`config.mk`:
```
export PLATFORM = sky130hd
export DESIGN_NAME = cosmic_coinc_sel
export DESIGN_NICKNAME = d
export VERILOG_FILES = /design/src/rtl/cosmic_sel_pkg.sv /design/src/rtl/cosmic_region_reduce.sv /design/src/rtl/cosmic_rule_mux.sv /design/src/rtl/cosmic_coinc_sel.sv
export SDC_FILE = /design/constraint.sdc
export NUM_CORES = 1
export LEC_CHECK = 0
export CORE_AREA = 2 2 472 474
export CTS_CLUSTER_DIAMETER = 100
export DETAILED_ROUTE_END_ITERATION = 7
export DIE_AREA = 0 0 474 476
export PLACE_DENSITY = 0.34
export SYNTH_ARGS = -nofsm -noshare
export SYNTH_HDL_FRONTEND = slang
export SYNTH_SLANG_ARGS = --single-unit
```
`constraint.sdc`:
```
create_clock -name clk -period 1.8 [get_ports clk]
set_input_delay 0.27 -clock clk [delete_from_list [all_inputs] [get_ports clk]]
set_output_delay 0.27 -clock clk [all_outputs]
set_load 0.05 [all_outputs]
```
`src/rtl/cosmic_sel_pkg.sv`:
```
package cosmic_sel_pkg;
    localparam int RULE_W = 3;

    localparam logic [RULE_W-1:0] RULE_OUTER_PAIR  = 3'd0;
    localparam logic [RULE_W-1:0] RULE_BOTH_LAYERS = 3'd1;
    localparam logic [RULE_W-1:0] RULE_TWO_EACH    = 3'd2;
    localparam logic [RULE_W-1:0] RULE_FOUR_QUAD   = 3'd3;
    localparam logic [RULE_W-1:0] RULE_PAIR_INNER  = 3'd4;
    localparam logic [RULE_W-1:0] RULE_GLOBAL      = 3'd5;

    typedef struct packed {
        logic any;
        logic multi;
    } region_sum_t;

    typedef struct packed {
        logic [RULE_W-1:0] rule;
        logic              trig;
    } sel_state_t;
endpackage

```
`src/rtl/cosmic_region_reduce.sv`:
```
module cosmic_region_reduce
    import cosmic_sel_pkg::*;
#(
    parameter int W = 200
) (
    input  logic [W-1:0] flags,
    output region_sum_t  sum
);
    logic any_acc;
    logic multi_acc;

    // Saturating two-count: multi latches once a second hit follows the first
    always_comb begin
        any_acc   = 1'b0;
        multi_acc = 1'b0;
        for (int i = 0; i < W; i++) begin
            multi_acc = multi_acc | (any_acc & flags[i]);
            any_acc   = any_acc | flags[i];
        end
    end

    assign sum.any   = any_acc;
    assign sum.multi = multi_acc;
endmodule

```
`src/rtl/cosmic_rule_mux.sv`:
```
module cosmic_rule_mux
    import cosmic_sel_pkg::*;
(
    input  region_sum_t       in_top,
    input  region_sum_t       in_bot,
    input  region_sum_t       out_top,
    input  region_sum_t       out_bot,
    input  logic [RULE_W-1:0] rule,
    output logic              fire
);
    logic inner_any, outer_any, inner_two, outer_two;

    always_comb begin
        inner_any = in_top.any | in_bot.any;
        outer_any = out_top.any | out_bot.any;
        inner_two = in_top.multi | in_bot.multi | (in_top.any & in_bot.any);
        outer_two = out_top.multi | out_bot.multi | (out_top.any & out_bot.any);
        case (rule)
            RULE_OUTER_PAIR:  fire = out_top.any & out_bot.any;
            RULE_BOTH_LAYERS: fire = inner_any & outer_any;
            RULE_TWO_EACH:    fire = inner_two & outer_two;
            RULE_FOUR_QUAD:   fire = out_top.any & in_top.any & out_bot.any & in_bot.any;
            RULE_PAIR_INNER:  fire = out_top.any & out_bot.any & inner_any;
            RULE_GLOBAL:      fire = inner_any | outer_any;
            default:          fire = 1'b0;
        endcase
    end
endmodule

```
`src/rtl/cosmic_coinc_sel.sv`:
```
module cosmic_coinc_sel
    import cosmic_sel_pkg::*;
#(
    parameter int CHIPS_PER_MOD = 10,
    parameter int INNER_MODS    = 40,
    parameter int OUTER_MODS    = 80,
    localparam int INNER_W      = INNER_MODS * CHIPS_PER_MOD,
    localparam int OUTER_W      = OUTER_MODS * CHIPS_PER_MOD,
    localparam int TOTAL_W      = INNER_W + OUTER_W
) (
    input  logic               clk,
    input  logic               rst_n,
    input  logic               rule_we,
    input  logic [RULE_W-1:0]  rule_wdata,
    input  logic               sample_valid,
    input  logic [TOTAL_W-1:0] hit_flags,
    output logic               trig_o
);
    localparam int IN_TOP_W  = (INNER_MODS / 2) * CHIPS_PER_MOD;
    localparam int IN_BOT_W  = INNER_W - IN_TOP_W;
    localparam int OUT_TOP_W = (OUTER_MODS / 2) * CHIPS_PER_MOD;
    localparam int OUT_BOT_W = OUTER_W - OUT_TOP_W;

    region_sum_t in_top, in_bot, out_top, out_bot;
    logic        fire;
    sel_state_t  st_d, st_q;

    cosmic_region_reduce #(.W(IN_TOP_W)) u_in_top (
        .flags(hit_flags[IN_TOP_W-1:0]), .sum(in_top));
    cosmic_region_reduce #(.W(IN_BOT_W)) u_in_bot (
        .flags(hit_flags[INNER_W-1:IN_TOP_W]), .sum(in_bot));
    cosmic_region_reduce #(.W(OUT_TOP_W)) u_out_top (
        .flags(hit_flags[INNER_W+OUT_TOP_W-1:INNER_W]), .sum(out_top));
    cosmic_region_reduce #(.W(OUT_BOT_W)) u_out_bot (
        .flags(hit_flags[TOTAL_W-1:INNER_W+OUT_TOP_W]), .sum(out_bot));

    cosmic_rule_mux u_mux (
        .in_top (in_top),
        .in_bot (in_bot),
        .out_top(out_top),
        .out_bot(out_bot),
        .rule   (st_q.rule),
        .fire   (fire)
    );

    always_comb begin
        st_d      = st_q;
        st_d.trig = sample_valid & fire;
        if (rule_we) st_d.rule = rule_wdata;
    end

    always_ff @(posedge clk or negedge rst_n) begin
        if (!rst_n) begin
            st_q <= '0;
        end else begin
            st_q <= st_d;
        end
    end

    assign trig_o = st_q.trig;

    AST_SPARE_SILENT: assert property (@(posedge clk) disable iff (!rst_n)
        (sample_valid && st_q.rule > RULE_GLOBAL) |=> !trig_o);
    AST_IDLE_LOW: assert property (@(posedge clk) disable iff (!rst_n)
        !sample_valid |=> !trig_o);
    AST_EMPTY_SILENT: assert property (@(posedge clk) disable iff (!rst_n)
        (sample_valid && hit_flags == '0) |=> !trig_o);
    AST_RULE_HOLD: assert property (@(posedge clk) disable iff (!rst_n)
        !rule_we |=> $stable(st_q.rule));
    AST_PAIR_NEEDS_TOP: assert property (@(posedge clk) disable iff (!rst_n)
        (sample_valid && st_q.rule == RULE_OUTER_PAIR &&
         hit_flags[INNER_W+OUT_TOP_W-1:INNER_W] == '0) |=> !trig_o);
endmodule

```
==> qor.csv <==
metric;value;unit
worst_ep_arrival_time;5370;ps
core_area;221000;um^2
cts_root_buffer;clkbuf_16;
clock_latency;230;ps
io_pins;1208;
finalCritPeriodShare;293;%
tns;-3470;ps
end_kind;flop;
routed_wl;461000;um
setup-violations-final;1;
antenna_found_initial;84;
p_leak;26.5;nW
fin_skew;6.78;ps
die_x;474;um
r2r_end;trig_o;
fin_crit;5270;ps
ys_seq_elements;4;
drt_iter0_drc;6319;
hold_viol;0;
synth_area;22000;um^2
rr_startpoint;st_q[1];
synth_nets;4758;
path_class;input port to flop;
synthTopCellsByArea;nor4_1 9.8%, nand4_1 8.5%, or4_1 7.7%, o21ai_0 6.1%, o31ai_1 5.8%;
cp.required;1910;ps
first_pass_iters;8;
synthCells;3551;
rows;173;
track_usage;38.9;%
regToRegSetupSlack;370;ps
async_reset_ff_share;100;%
cts_hold_buf;0;
whs;282;ps
overflow;0;
vias;57400;
die_area;226000;um^2
dieHeight;476;um
fin_ws;-3470;ps
synth_top_area_cell;nor4_1;
slew_viol_final;0;
dp_hpwl;428000;um
max-slew-margin-rel;7.29;%
cts_tree;yes;
cts-htree-levels;1;
cp_max_fo;2;
yosys-top-cells-count;344 x nor4_1, 320 x nand2_1, 300 x nand4_1;
powerDensity;196;nW/um^2
antenna_left;0;
initial_utilization;9.96;%
finalNetCount;9324;
startpoint_type;input port;
synthMostInstantiatedCell;nor4_1;
ff2ff_path_depth;6;
drc_errors;2;
worstMarginPinSlew;1390;ps
ys.flop_type;dfrtp_1;
peakVddDrop;0.176;mV
synth.avg_cell_area;6.20;um^2
cts_buffer_depth;2;
rsz0062_at_grt;true;
portBuffers;1207;
hold_path_class;input port to asynchronous set/reset pin;
wire_per_inst;41.4;um
grt_max_degree;16;
synth-edff-count;0;
cap_violations;0;
yosysUniqueCellTypes;81;
ys_seq_area_share;0.455;%
violations;DRC, setup timing;
clk_pin_slew;40;ps
cts_sinks;4;
max_freq;0.190;GHz
routed_via_density;5.16;
cts_buffers;3;
gp_congestion;1.12;
drive_gt1_share;48.2;%
status;complete, but fails checks;
yosys_warnings;0;
synth_top_area_share;9.78;%
grt_first_pass_wirelength;575000;um
syn2layout_area_growth;204;%
grt_pass1_vias;57000;
## per-layer routing
metal | routed length, um | vias up | track usage [%]
met5 | 207 | - | 0
met4 | 45900 | 30 | 32.4
met3 | 27900 | 953 | 5.75
met2 | 219000 | 3233 | 67.1
met1 | 167000 | 28600 | 42.1
li1 | - | 24600 | -
## cells by family after synthesis
logic type | synth area share [%]
adders and majority gates | 0.370
DFF | 0.455
muxes | 0.154
AOI/OAI and AO/OA | 34.7
and+or+nand+nor | 62.0
buffers and inverters | 2.25
## placed cells by master, fill, tap and decap left out, drive strengths merged, types with 46 or more instances in the layout
master,count
o21ai,274
buf,3437
clkdlybuf4s50,1070
nand4,300
dlygate4sd2,118
a22oi,50
nand3,217
o21a,50
or2,68
nor3,199
nor4,370
a21oi,71
o31ai,169
nor2,258
inv,50
or3,147
and4,46
diode,53
nand2,320
o41ai,113
o31a,46
or4,231
## critical path: stages
cell and delay, ps:
dlygate4sd2_1 350, nor4_2 390, buf_4 190, nand2_1 100
buf_4 170, nor4b_4 410, nand2_8 120, a222oi_1 1100
buf_4 260, nand4_1 190, nor4_4 500, nand4_1 270
nor4_2 190, nand4_1 300, nor4_4 290, buf_4 190
o21ai_2 50
## timing repair
action                     4_1_cts  5_1_grt
gates cloned                     1        0
pin swaps                      178       20
setup endpoints to repair        1        1
setup buffers                  108        3
gates resized for setup        683       33
## power by group
part / switching, mW / internal [mW]
combinational: 6.63 / 6.01
sequential: 0.0121 / 0.100
clock: 0.0769 / 0.285
total: 6.71 / 6.39
## worst max path at each step
| stage | startpoint | cells past startpoint | slack [ps] | to |
|---|---|---|---|---|
| after floorplan | hit_flags[572] | 14 | -2390 | trig_o |
| after global placement | hit_flags[985] | 18 | -5300 | trig_o |
| after detailed placement | hit_flags[617] | 20 | -4930 | trig_o |
| after CTS | hit_flags[954] | 19 | -3260 | trig_o |
| after global routing | hit_flags[490] | 25 | -3500 | trig_o |
| final | hit_flags[607] | 17 | -3470 | trig_o |
## registers in the layout, indices dropped and copies added, names as in the netlist
register / flops
st_q: 3
trig_o: 1
## cell type report
cell class | count | area [um^2]
Antenna cell | 53 | 133
Sequential cell | 4 | 100
Fill cell | 24700 | 154000
Timing Repair Buffer | 4637 | 38400
Multi-Input combinational cell | 3421 | 24200
Clock buffer | 3 | 75.1
Inverter | 50 | 188
Tap cell | 2975 | 3720
## metrics by stage
stage                     std cells  instance area (um^2)  total power [mW]  utilization, %  worst slack (ps)
after floorplan                3551                 22000              1.40               -             -2390
after global placement        11000                 63000              12.1            28.5             -5300
after detailed placement      11000                 63000              12.1            28.5             -4930
after CTS                     11100                 66400              12.7            30.1             -3260
after global routing          11100                 66700              13.1            30.2             -3500
final                         11100                 66800              13.1            30.2             -3470
Power figures use the tool's default switching activity.
